[config.mk]
export PLATFORM = sky130hd
export DESIGN_NAME = tmr_bank
export DESIGN_NICKNAME = d
export VERILOG_FILES = /design/src/rtl/tmr_pkg.sv /design/src/rtl/tmr_prescaler.sv /design/src/rtl/tmr_core.sv /design/src/rtl/tmr_unit.sv /design/src/rtl/tmr_bank.sv
export SDC_FILE = /design/constraint.sdc
export NUM_CORES = 1
export LEC_CHECK = 0
export BUFFER_PORTS_ARGS = -buffer_cell sky130_fd_sc_hd__buf_2
export CORE_MARGIN = 3
export CORE_UTILIZATION = 30
export CTS_BUF_LIST = sky130_fd_sc_hd__clkbuf_4
export CTS_CLUSTER_DIAMETER = 40
export DETAILED_ROUTE_END_ITERATION = 8
export MAX_ROUTING_LAYER = met4
export SLEW_MARGIN = 20
export SYNTH_ARGS = -nofsm -noshare
export SYNTH_HDL_FRONTEND = slang
export SYNTH_HIERARCHICAL = 1
export SYNTH_SLANG_ARGS = --single-unit
[constraint.sdc]
create_clock -name clk -period 6.23 [get_ports clk]
set_input_delay 1.246 -clock clk [delete_from_list [all_inputs] [get_ports clk]]
set_output_delay 1.246 -clock clk [all_outputs]
set_load 0.01 [all_outputs]
[src/rtl/tmr_pkg.sv]
package tmr_pkg;

    localparam int unsigned DATA_W   = 32;
    localparam int unsigned COUNT_W  = 16;
    localparam int unsigned WIN_BITS = 8;

    // register offsets inside one timer window
    localparam logic [WIN_BITS-1:0] OFS_CTRL   = 8'h00;
    localparam logic [WIN_BITS-1:0] OFS_RELOAD = 8'h08;
    localparam logic [WIN_BITS-1:0] OFS_COUNT  = 8'h0C;

    // control word fields
    localparam int unsigned CTRL_CLEAR_BIT = 31;
    localparam int unsigned CTRL_START_BIT = 0;

    typedef struct packed {
        logic [DATA_W-1:0]  ctrl;
        logic [COUNT_W-1:0] reload;
        logic [COUNT_W-1:0] count;
        logic               run;
    } tmr_state_t;

endpackage

[src/rtl/tmr_prescaler.sv]
module tmr_prescaler #(
    parameter int unsigned DIV = 250
) (
    input  logic clk,
    input  logic rst_n,
    input  logic run_i,
    input  logic clr_i,
    output logic tick_o
);
    localparam int unsigned PW = (DIV > 1) ? $clog2(DIV) : 1;
    localparam logic [PW-1:0] LAST = PW'(DIV - 1);

    logic [PW-1:0] phase_d, phase_q;

    always_comb begin
        tick_o  = run_i && !clr_i && (phase_q == LAST);
        phase_d = phase_q;
        if (clr_i || !run_i) begin
            phase_d = '0;
        end else if (phase_q == LAST) begin
            phase_d = '0;
        end else begin
            phase_d = phase_q + 1'b1;
        end
    end

    always_ff @(posedge clk or negedge rst_n) begin
        if (!rst_n) phase_q <= '0;
        else        phase_q <= phase_d;
    end

    generate
        if (DIV > 1) begin : g_chk
            // a cleared prescaler cannot tick on the following clock
            a_r11_clear_delays_tick: assert property (@(posedge clk) disable iff (!rst_n)
                clr_i |=> !tick_o);
            // ticks are never back to back when the divider exceeds one
            a_r7_tick_spacing: assert property (@(posedge clk) disable iff (!rst_n)
                tick_o |=> !tick_o);
        end
    endgenerate

endmodule

[src/rtl/tmr_core.sv]
module tmr_core
    import tmr_pkg::*;
(
    input  logic               clk,
    input  logic               rst_n,
    input  logic               clear_i,
    input  logic               ctrl_we_i,
    input  logic               reload_we_i,
    input  logic [DATA_W-1:0]  wdata_i,
    input  logic               tick_i,
    output logic [DATA_W-1:0]  ctrl_o,
    output logic [COUNT_W-1:0] reload_o,
    output logic [COUNT_W-1:0] count_o,
    output logic               run_o
);
    tmr_state_t st_d, st_q;

    always_comb begin
        st_d = st_q;
        if (clear_i) begin
            st_d = '0;
        end else begin
            if (ctrl_we_i) begin
                st_d.ctrl = wdata_i;
                if (wdata_i[CTRL_START_BIT]) st_d.run = 1'b1;
            end
            if (reload_we_i) begin
                st_d.reload = wdata_i[COUNT_W-1:0];
                st_d.count  = wdata_i[COUNT_W-1:0];
            end else if (tick_i) begin
                if (st_q.count == '0) st_d.count = st_q.reload;
                else                  st_d.count = st_q.count - 1'b1;
            end
        end
    end

    always_ff @(posedge clk or negedge rst_n) begin
        if (!rst_n) st_q <= '0;
        else        st_q <= st_d;
    end

    assign ctrl_o   = st_q.ctrl;
    assign reload_o = st_q.reload;
    assign count_o  = st_q.count;
    assign run_o    = st_q.run;

    // soft reset leaves nothing behind
    a_r2_soft_clear: assert property (@(posedge clk) disable iff (!rst_n)
        clear_i |=> (ctrl_o == '0 && reload_o == '0 && count_o == '0 && !run_o));
    // only a soft reset stops a running timer
    a_r4_run_sticky: assert property (@(posedge clk) disable iff (!rst_n)
        (run_o && !clear_i) |=> run_o);
    // reload write lands in both reload and count
    a_r5_reload_loads_count: assert property (@(posedge clk) disable iff (!rst_n)
        reload_we_i |=> (count_o == $past(wdata_i[COUNT_W-1:0])
                         && reload_o == $past(wdata_i[COUNT_W-1:0])));
    // a tick on a nonzero count steps down by exactly one
    a_r7_step_down: assert property (@(posedge clk) disable iff (!rst_n)
        (tick_i && !reload_we_i && !clear_i && count_o != '0)
            |=> count_o == $past(count_o) - 1'b1);
    // zero reload keeps a zero count at zero
    a_r8_zero_hold: assert property (@(posedge clk) disable iff (!rst_n)
        (count_o == '0 && reload_o == '0 && !reload_we_i && !clear_i) |=> count_o == '0);
    // a stopped timer keeps its count until written
    a_r3_stopped_stable: assert property (@(posedge clk) disable iff (!rst_n)
        (!run_o && !ctrl_we_i && !reload_we_i && !clear_i) |=> $stable(count_o));

endmodule

[src/rtl/tmr_unit.sv]
module tmr_unit
    import tmr_pkg::*;
#(
    parameter int unsigned CLK_HZ  = 250_000_000,
    parameter int unsigned TICK_HZ = 1_000_000
) (
    input  logic                clk,
    input  logic                rst_n,
    input  logic                sel_i,
    input  logic                we_i,
    input  logic [WIN_BITS-1:0] offs_i,
    input  logic [DATA_W-1:0]   wdata_i,
    output logic [DATA_W-1:0]   rdata_o
);
    localparam int unsigned DIV = (CLK_HZ / TICK_HZ > 0) ? CLK_HZ / TICK_HZ : 1;

    logic hit_ctrl, hit_reload, hit_count;
    logic clear_w, ctrl_we, reload_we, start_w;
    logic tick;
    logic [DATA_W-1:0]  ctrl_v;
    logic [COUNT_W-1:0] reload_v, count_v;
    logic run_v;

    always_comb begin
        hit_ctrl   = sel_i && (offs_i == OFS_CTRL);
        hit_reload = sel_i && (offs_i == OFS_RELOAD);
        hit_count  = sel_i && (offs_i == OFS_COUNT);
        clear_w    = we_i && hit_ctrl && wdata_i[CTRL_CLEAR_BIT];
        ctrl_we    = we_i && hit_ctrl && !wdata_i[CTRL_CLEAR_BIT];
        start_w    = ctrl_we && wdata_i[CTRL_START_BIT];
        reload_we  = we_i && hit_reload;
    end

    tmr_prescaler #(.DIV(DIV)) u_presc (
        .clk    (clk),
        .rst_n  (rst_n),
        .run_i  (run_v),
        .clr_i  (clear_w || start_w),
        .tick_o (tick)
    );

    tmr_core u_core (
        .clk         (clk),
        .rst_n       (rst_n),
        .clear_i     (clear_w),
        .ctrl_we_i   (ctrl_we),
        .reload_we_i (reload_we),
        .wdata_i     (wdata_i),
        .tick_i      (tick),
        .ctrl_o      (ctrl_v),
        .reload_o    (reload_v),
        .count_o     (count_v),
        .run_o       (run_v)
    );

    always_comb begin
        rdata_o = '0;
        if (hit_ctrl)   rdata_o = ctrl_v;
        if (hit_reload) rdata_o = {{(DATA_W-COUNT_W){1'b0}}, reload_v};
        if (hit_count)  rdata_o = {{(DATA_W-COUNT_W){1'b0}}, count_v};
    end

    // a write to the count offset leaves the count untouched unless a tick is due
    a_r6_count_write_ignored: assert property (@(posedge clk) disable iff (!rst_n)
        (we_i && hit_count && !tick) |=> $stable(count_v));

endmodule

[src/rtl/tmr_bank.sv]
module tmr_bank
    import tmr_pkg::*;
#(
    parameter int unsigned        ADDR_W    = 32,
    parameter logic [ADDR_W-1:0]  BASE_ADDR = 32'h4000_0000,
    parameter int unsigned        N_UNITS   = 3,
    parameter int unsigned        CLK_HZ    = 250_000_000,
    parameter int unsigned        TICK_HZ   = 1_000_000
) (
    input  logic              clk,
    input  logic              rst_n,
    input  logic              bus_wr,
    input  logic [ADDR_W-1:0] bus_addr,
    input  logic [31:0]       bus_wdata,
    output logic [31:0]       bus_rdata
);
    localparam logic [ADDR_W-1:0] SPAN = ADDR_W'(N_UNITS * (2 ** WIN_BITS));

    logic [ADDR_W-1:0] rel;
    logic              bank_hit;
    logic [N_UNITS-1:0] unit_sel;
    logic [DATA_W-1:0] unit_rdata [N_UNITS];

    always_comb begin
        rel      = bus_addr - BASE_ADDR;
        bank_hit = (bus_addr >= BASE_ADDR) && (rel < SPAN);
    end

    generate
        for (genvar u = 0; u < N_UNITS; u++) begin : g_unit
            assign unit_sel[u] = bank_hit
                && (rel[ADDR_W-1:WIN_BITS] == (ADDR_W-WIN_BITS)'(u));

            tmr_unit #(.CLK_HZ(CLK_HZ), .TICK_HZ(TICK_HZ)) u_tmr (
                .clk     (clk),
                .rst_n   (rst_n),
                .sel_i   (unit_sel[u]),
                .we_i    (bus_wr),
                .offs_i  (rel[WIN_BITS-1:0]),
                .wdata_i (bus_wdata),
                .rdata_o (unit_rdata[u])
            );
        end
    endgenerate

    always_comb begin
        bus_rdata = '0;
        for (int u = 0; u < N_UNITS; u++) bus_rdata = bus_rdata | unit_rdata[u];
    end

    // at most one window decodes any address
    a_r9_single_window: assert property (@(posedge clk) disable iff (!rst_n)
        $onehot0(unit_sel));
    // addresses outside every window read zero
    a_r10_outside_zero: assert property (@(posedge clk) disable iff (!rst_n)
        !bank_hit |-> bus_rdata == '0);

endmodule

==> flow_summary.toml, run 1 <==
[power_and_ir_drop]
max-vdd-ir-drop_mv = 0.1198
power.leakage_nw = 6.634
powerDensity_nw_per_um2 = 189.3

[synth]
synth_ff_type = "dfrtp_1"
synth_top_area_cell = "dfrtp_1"
synth_edf_count = 0
synthesis.area_sq_um = 13260
ys_seq_elements = 219
avgSynthCellArea_sq_um = 9.051
syn-num-nets = 1544
yosysTopAreaCellShare_pct = 41.33
synth_cell_types = 63
netlist_instances = 1465
seq_area_frac_synth_pct = 41.33
ys_warn_count = 6
yosys-top-cells-area = "dfrtp_1, mux2i_1, a21oi_1"
asyncSetResetFlopFracSynth_pct = 100.0

[sta]
min_period_ns = 5.391
setup_tns_ns = 0
slew_viol_final = 0
hold_viol = 0
finalCritPeriodShare_pct = 86.53
fin_skew_ns = 0.05938
fmax_mhz = 185.5
setup_ws_ns = 0.8391
rsz0062_at_grt = "no"
slew-limit-headroom_pct = 23.36
tightestPinTransition_ns = 1.150
setup_viol = 0

[global_route]
grtUsageTotal_pct = 18.27
grt_antenna_before_repair = 4
grt_pass1_vias = 11712
grt_max_degree = 131
grt_pass1_wl_um = 66860
grt.overflow.total = 0

[drt]
drtAntennaViolNets = 0
drc = 0
avgRoutedWirePerCell_um = 19.34
via_per_inst = 5.392
drt_pre_antenna_iters = 5
wirelength_um = 42410
drtIter0Drc = 1001
vias = 11824

[cts]
hold_buffers = 0
cts_tree = "yes"
clk_transition_reported_paths_ns = 0.07
clock_sinks = 219
postCtsResizedCells = 0
clock_path_buffers = 3
cts_inserted_buffers = 60
clk_latency_ns = 0.75
root_buffer = "clkbuf_4"
htree_num_levels = 2
post_cts_buffers = 0

[placed_design]
pre_cts_ws_ns = 0.8923
gp_congestion = 0.9073
portBuffers = 98
dp_hpwl_um = 29080

[layout]
fin_util_pct = 34.66
drive_gt1_share_pct = 19.60
num-nets-final = 1633
layout_commonest_cell = "dfrtp_1"
fillers = 4592
final_cell_mix = "dfrtp_1, nand2_1, mux2i_1, a21oi_1, nor2_1"
area_delta_synth_final_pct = 13.33

[floorplan]
fp.dieW_um = 216.2
start_util_pct = 30.58
core_area_sq_um = 43360
dieHeight_um = 216.2
ios = 99
rows = 76
die_area_sq_um = 46760

[setup_path]
arrival_ns = 4.14
crit_type = "input pin to output pin"
cp-start-kind = "input pin"
cp_max_fo = 19
worstPathRequired_ns = 4.98
endpoint_kind = "output pin"

[outcome]
status = "complete, no violations"

[worst_hold_path]
hp-class = "input pin to async pin"

[flow_run]
maxCapViolations = 0
[cells in the mapped netlist (20+ instances only)]
library cell  count
clkbuf_1         57
dfrtp_1         219
and2_1           48
nand3_1          20
a31oi_1          24
nand2_1         169
o21ai_0          24
or3_1            57
a21oi_1         150
nor2_1          148
nor4_1           23
or2_2            51
mux2i_1         150
inv_1            24
nor3_1           30
[final timing paths]
check | start | to | slack, ns | cells past startpoint
worst min register to register | g_unit[2].u_tmr/u_presc/phase_q[0] | g_unit[2].u_tmr/u_presc/phase_q[0] | 0.49 | 1
max in group asynchronous | rst_n | g_unit[0].u_tmr/u_presc/phase_q[0] | 4.51 | 2
worst max-delay path | bus_addr[18] | bus_rdata[11] | 0.84 | 9
worst min-delay path | rst_n | g_unit[2].u_tmr/u_core/ctrl_o[12] | 0.46 | 1
min in group clk | g_unit[2].u_tmr/u_presc/phase_q[0] | g_unit[2].u_tmr/u_presc/phase_q[0] | 0.49 | 1
worst max register to register | g_unit[0].u_tmr/u_presc/phase_q[1] | g_unit[0].u_tmr/u_core/count_o[14] | 3.27 | 8
[critical path, cell delays in order]
cell and delay, ns:
buf_2 0.11, or4_4 0.53, or3_1 0.33, nor3_2 0.10, or4b_4 0.50, or2_1 0.66
a21oi_1 0.35, or3_1 0.16, buf_2 0.13
[cell type report]
class                   count  area, sq um  share of cell area [%]
inverters                  24        90.09                  0.5994
clock buffers              89        668.1                   4.446
well taps                 585        732.0                   4.871
multi-input cells        1126         7231                   48.11
flip-flops and latches    219         5480                   36.47
clock inverters            21        83.83                  0.5578
repair buffers            123        728.2                   4.846
diodes                      6        15.01                 0.09991
[cells by family after synthesis]
logic type	count (synthesis)	share of synthesized area, %
simple gates	652	26.97
compound gates	300	14.07
flops	219	41.33
mux	153	11.58
buf+inv	120	4.331
fa+ha+maj	12	1.132
xor+xnor	9	0.5945
[metrics by stage]
stage	instance area, sq um	std cells	total power [mW]	hold slack (ns)
3_3_place_gp	14260	2077	1.569	0.4768
3_5_place_dp	14260	2077	1.570	0.4929
5_1_grt	15020	2191	2.970	0.5002
2_1_floorplan	13260	1465	1.480	0.4608
6_report	15030	2193	2.844	0.4584
4_1_cts	15010	2187	2.895	0.4650
[sequential cells by signal, summed over array words and instances, names as in the netlist]
name                          count
g_unit.u_tmr/u_core/count_o      48
g_unit.u_tmr/u_core/run_o         3
g_unit.u_tmr/u_core/ctrl_o       96
g_unit.u_tmr/u_presc/phase_q     24
g_unit.u_tmr/u_core/reload_o     48
[report_power, final]
| part | internal [mW] | switching, mW |
|---|---|---|
| Clock | 0.653 | 0.651 |
| Sequential | 1.42 | 0.00000000680 |
| Combinational | 0.0308 | 0.0881 |
[metal layers]
layer | up-vias | track usage, % | routed length [um] | share of wire, %
met5 | - | - | 0 | 0
met4 | 0 | 5.515 | 1100 | 2.6
met3 | 86 | 4.865 | 3408 | 8.0
met2 | 418 | 26.39 | 18190 | 43
met1 | 5829 | 25.07 | 19710 | 46
li1 | 5491 | - | - | -
No activity file was read; power rests on OpenSTA's default activity.
==> inputs of run 2 (changes only) <==
--- a/config.mk
+++ b/config.mk
@@ -5,6 +5,7 @@
 export SDC_FILE = /design/constraint.sdc
 export NUM_CORES = 1
 export LEC_CHECK = 0
+export ABC_AREA = 1
 export BUFFER_PORTS_ARGS = -buffer_cell sky130_fd_sc_hd__buf_2
 export CORE_MARGIN = 3
 export CORE_UTILIZATION = 30
@@ -17,3 +18,4 @@
 export SYNTH_HDL_FRONTEND = slang
 export SYNTH_HIERARCHICAL = 1
 export SYNTH_SLANG_ARGS = --single-unit
+export TNS_END_PERCENT = 20
==> run 2 against run 1 <==
Compared with the run above: power up 1.8%; highest routed layer unchanged; worst setup slack better by 0.58 ns; clock power up 5%; largest power group unchanged; area after synthesis down 0.25%; via count up 7.4%.
==> flow_summary.toml, run 2 <==
[placed_design]
gp_congestion = 0.9948
dp_hpwl_um = 30690
pre_cts_ws_ns = 1.473
postPlaceCellArea_sq_um = 14110
dp.cells = 2433
portBuffers = 98

[layout]
drive_gt1_share_pct = 15.60
final_cells = 2545
final_cell_mix = "nand2_1, nand3_1, dfrtp_1, nor2_1, inv_1"
fillers = 4722
fin_util_pct = 34.33
num-nets-final = 1996
largest_reg_flops = 96
area_delta_synth_final_pct = 12.55
layout_commonest_cell = "nand2_1"
design_area_sq_um = 14890

[global_route]
grt.overflow.total = 0
grt_pass1_wl_um = 68830
grt_pass1_vias = 12253
grt_max_degree = 124
grtUsageTotal_pct = 19.09
grt_antenna_before_repair = 4

[synth]
syn-num-nets = 1889
synth_ff_type = "dfrtp_1"
ys_warn_count = 6
asyncSetResetFlopFracSynth_pct = 100.0
seq_area_frac_synth_pct = 41.43
ys_seq_elements = 219
synthesis.area_sq_um = 13230
netlist_instances = 1810
synth_edf_count = 0
yosys-top-cells-area = "dfrtp_1, nand2_1, nand3_1"
yosysTopAreaCellShare_pct = 41.43
synthTopCellsByCount = "nand2_1, nand3_1, dfrtp_1, nor2_1, inv_1"
synth_top_area_cell = "dfrtp_1"
synth_cell_types = 34
avgSynthCellArea_sq_um = 7.308
synth.most_common_cell = "nand2_1"

[setup_path]
arrival_ns = 3.57
cp_max_fo = 19
crit_chain = "buf_2 -> nor2_1 -> nand2_1 -> nor3_2 -> nand3_1 -> nor2_1 -> buf_4 -> inv_1 -> nor3_4 -> nand2_1 -> nand3_1 -> or3_1 -> buf_2"
worstPathRequired_ns = 4.98
cp-start-kind = "input pin"
crit_type = "input pin to output pin"
crit_slowest_cell = "nor3_4"
endpoint_kind = "output pin"
critPathMaxStageDelay_ns = 0.63

[floorplan]
rows = 76
ios = 99
dieHeight_um = 216.0
start_util_pct = 30.51
die_area_sq_um = 46650
fp.dieW_um = 216.0
core_area_sq_um = 43360

[drt]
drtAntennaViolNets = 0
drtIter0Drc = 1031
avgRoutedWirePerCell_um = 17.07
via_per_inst = 4.992
drt_pre_antenna_iters = 6
vias = 12704
drc = 0
wirelength_um = 43440

[sta]
rsz0062_at_grt = "no"
slew-limit-headroom_pct = 36.25
tightestPinTransition_ns = 0.9539
setup_viol = 0
fmax_mhz = 207.8
holdWs_ns = 0.4846
setup_ws_ns = 1.419
hold_viol = 0
fin_skew_ns = 0.03670
finalCritPeriodShare_pct = 77.23
setup_tns_ns = 0
slew_viol_final = 0
min_period_ns = 4.811

[cts]
clock_sinks = 219
htree_num_levels = 3
clk_transition_reported_paths_ns = 0.06
hold_buffers = 0
clk_latency_ns = 0.76
root_buffer = "clkbuf_4"
clock_path_buffers = 3
postCtsResizedCells = 0
cts_tree = "yes"
post_cts_buffers = 0
cts_inserted_buffers = 67

[power_and_ir_drop]
powerDensity_nw_per_um2 = 194.4
max-vdd-ir-drop_mv = 0.1052
fin_total_pwr_mw = 2.894
power.leakage_nw = 7.369

[flow_run]
maxCapViolations = 0

[worst_hold_path]
hp-class = "flop to flop"

[outcome]
status = "complete, no violations"
-- run 2: power breakdown --
| part | switching, mW | leakage, nW | internal [mW] | total (mW) |
|---|---|---|---|---|
| logic | 0.0825 | 4.08 | 0.0256 | 0.108 |
| registers | 0.000000000237 | 2.83 | 1.42 | 1.42 |
| clock network | 0.673 | 0.461 | 0.691 | 1.36 |
| total | 0.755 | 7.37 | 2.14 | 2.89 |
-- run 2: layout make-up --
type                            instances  area (sq um)  area share, %
Timing Repair Buffer                  107         580.6          3.899
Antenna cell                            5         12.51        0.08404
Sequential cell                       219          5480          36.81
Tap cell                              585         732.0          4.916
Clock buffer                           80         600.6          4.034
Multi-Input combinational cell       1369          6735          45.24
Inverter                              153         578.1          3.883
Clock inverter                         27         168.9          1.135
-- run 2: final timing paths --
path                                               startpoint                                 end  slack (ns)  depth (start not counted)
max                                              bus_addr[15]                        bus_rdata[4]        1.42                         13
max reg2reg                g_unit[0].u_tmr/u_presc/phase_q[0]   g_unit[0].u_tmr/u_core/count_o[2]        3.76                         11
min reg2reg                      g_unit[0].u_tmr/u_core/run_o        g_unit[0].u_tmr/u_core/run_o        0.48                          2
min in group asynchronous                               rst_n  g_unit[1].u_tmr/u_core/count_o[11]        0.54                          1
min                              g_unit[0].u_tmr/u_core/run_o        g_unit[0].u_tmr/u_core/run_o        0.48                          2
max in group asynchronous                               rst_n  g_unit[2].u_tmr/u_core/reload_o[1]        4.49                          2
-- run 2: logic make-up after synthesis --
group,synth area share [%]
flops,41.43
buf+inv,7.747
xor+xnor,1.589
simple gates,39.76
compound gates,8.343
fa+ha+maj,1.135
-- run 2: metal layers --
metal	wire length, um	GRT usage, %
met1	19750	25.18
met5	0	-
met2	19600	29.08
met4	1017	6.019
met3	3077	4.562
-- run 2: worst max-delay path, delay by kind of cell --
| family | cells | cell delay, ns |
|---|---|---|
| buffers and inverters | 4 | 0.69 |
| AND/OR/NAND/NOR | 9 | 1.60 |
==> inputs of run 3 (changes only) <==
==> constraint.sdc (replaced) <==
create_clock -name clk -period 4.45 [get_ports clk]
set_input_delay 0.89 -clock clk [delete_from_list [all_inputs] [get_ports clk]]
set_output_delay 0.89 -clock clk [all_outputs]
set_load 0.01 [all_outputs]
==> run 3 against run 2 <==
Compared with the run above: via count up 0.56%; clock skew increased by 0.0058 ns; routed wire length fell by 0.92%; first-iteration DRC count up 28%; combinational power rose by 46%; critical path depth decreased by 1; power grew 42%; non-clock buffer count is 16 higher; global-route usage decreased by 0.24 points; count of clock-buffer cells in the layout is 17 higher; sequential share of layout area shrank 0.40 points; sequential power increased by 40%.
==> flow_summary.toml, run 3 (synthesized netlist as in run 2, its figures left out) <==
[outcome]
status = "complete, no violations"

[setup_path]
crit_chain = "buf_2 -> nor2_1 -> nand2_1 -> nor3_2 -> nand3_1 -> nor2_1 -> inv_1 -> nor2_4 -> nand3_1 -> nand3_1 -> or3_1 -> buf_2"
crit_slowest_cell = "nor2_1"
crit_type = "input pin to output pin"
endpoint_kind = "output pin"
rr_endpoint = "g_unit[2].u_tmr/u_core/count_o[2]"
cpLargestDelayFamily = "simple AND/OR/NAND/NOR gates"
rrSetupSlack_ns = 2.02
cp_max_fo = 16
worstPathRequired_ns = 3.56
arrival_ns = 3.14
critPathMaxStageDelay_ns = 0.42
critPathBufInv = 3
path_common_cell = "nand3_1"
cp-start-kind = "input pin"
rr_startpoint = "g_unit[2].u_tmr/u_presc/phase_q[0]"
reg2regPathDepth = 11

[sta]
min_period_ns = 4.031
holdWs_ns = 0.1336
fmax_mhz = 248.1
slew_viol_final = 0
setup_tns_ns = 0
hold_viol = 0
finalCritPeriodShare_pct = 90.58
setup_viol = 0
tightestPinTransition_ns = 1.073
slew-limit-headroom_pct = 28.41
fin_skew_ns = 0.04254
setup_ws_ns = 0.4190
rsz0062_at_grt = "no"

[floorplan]
start_util_pct = 30.51
die_area_sq_um = 46650
fp.dieW_um = 216.0
rows = 76
core_area_sq_um = 43360
ios = 99
dieHeight_um = 216.0

[power_and_ir_drop]
power.leakage_nw = 7.484
powerDensity_nw_per_um2 = 273.6
max-vdd-ir-drop_mv = 0.1290

[cts]
clock_sinks = 219
cts_inserted_buffers = 66
hold_buffers = 0
clock_path_buffers = 3
root_buffer = "clkbuf_4"
postCtsResizedCells = 0
htree_num_levels = 3
clk_transition_reported_paths_ns = 0.06
cts_tree = "yes"
post_cts_buffers = 0
clk_latency_ns = 0.72

[placed_design]
portBuffers = 98
gp_congestion = 0.9103
dp.cells = 2448
dp_hpwl_um = 30520
pre_cts_ws_ns = 0.4381

[global_route]
grtUsageTotal_pct = 18.85
grt.overflow.total = 0
grt_pass1_wl_um = 68850
grt_pass1_vias = 12462
grt_max_degree = 129
grt_antenna_before_repair = 5

[worst_hold_path]
hp-class = "input pin to async pin"

[drt]
drtAntennaViolNets = 0
vias = 12775
drtIter0Drc = 1315
via_per_inst = 4.982
drc = 0
wirelength_um = 43040
avgRoutedWirePerCell_um = 16.79
drt_pre_antenna_iters = 8

[layout]
final_cells = 2564
area_delta_synth_final_pct = 13.80
largest_reg_flops = 96
final_cell_mix = "nand2_1, nand3_1, dfrtp_1, nor2_1, inv_1"
drive_gt1_share_pct = 16.75
num-nets-final = 2011
layout_commonest_cell = "nand2_1"

[flow_run]
maxCapViolations = 0
[run 3: cell types whose count changed in the layout (fill, tap and decap cells not counted), moves of 2 or more]
cell,change
buf_4,+16
clkbuf_4,+17
clkinv_1,-5
clkinv_2,-7
diode_2,-2
[run 3: layout make-up]
| cell class | instances | area [sq um] |
|---|---|---|
| sequential | 219 | 5480 |
| inverter | 153 | 578.1 |
| tap | 585 | 732.0 |
| multi-input combinational | 1369 | 6730 |
| clock inverter | 15 | 88.84 |
| clock buffer | 97 | 728.2 |
| fill | 4705 | 28310 |
| timing repair buffer | 123 | 708.2 |
| antenna | 3 | 7.507 |
[run 3: power by group]
group	switching, mW	internal [mW]
Sequential	0.000000000310	1.99
Combinational	0.119	0.0389
Clock	0.918	1.05
Total	1.04	3.08
[run 3: per-layer routing]
metal / global-route usage (%) / share of wire (%)
met4: 6.632 / 2.7
met2: 29.12 / 46
met5: - / 0
met1: 24.57 / 44
met3: 3.999 / 7.2
[run 3: metrics by stage]
step	power [mW]	area [sq um]	util, %
floorplan	2.063	13230	-
global placement	2.183	14200	32.75
detailed placement	2.184	14200	32.75
CTS	4.182	15020	34.63
global route	4.313	15050	34.72
finish	4.119	15050	34.72
[run 3: how the worst max path moves through the flow]
stage                      start            end  slack, ns  cells after the start
global placement    bus_addr[13]  bus_rdata[11]       0.38                     12
finish              bus_addr[13]   bus_rdata[2]       0.42                     12
CTS                 bus_addr[13]  bus_rdata[11]       0.43                     12
detailed placement  bus_addr[13]  bus_rdata[11]       0.44                     12
global route        bus_addr[13]   bus_rdata[2]       0.24                     12
floorplan           bus_addr[31]  bus_rdata[13]       1.18                     10
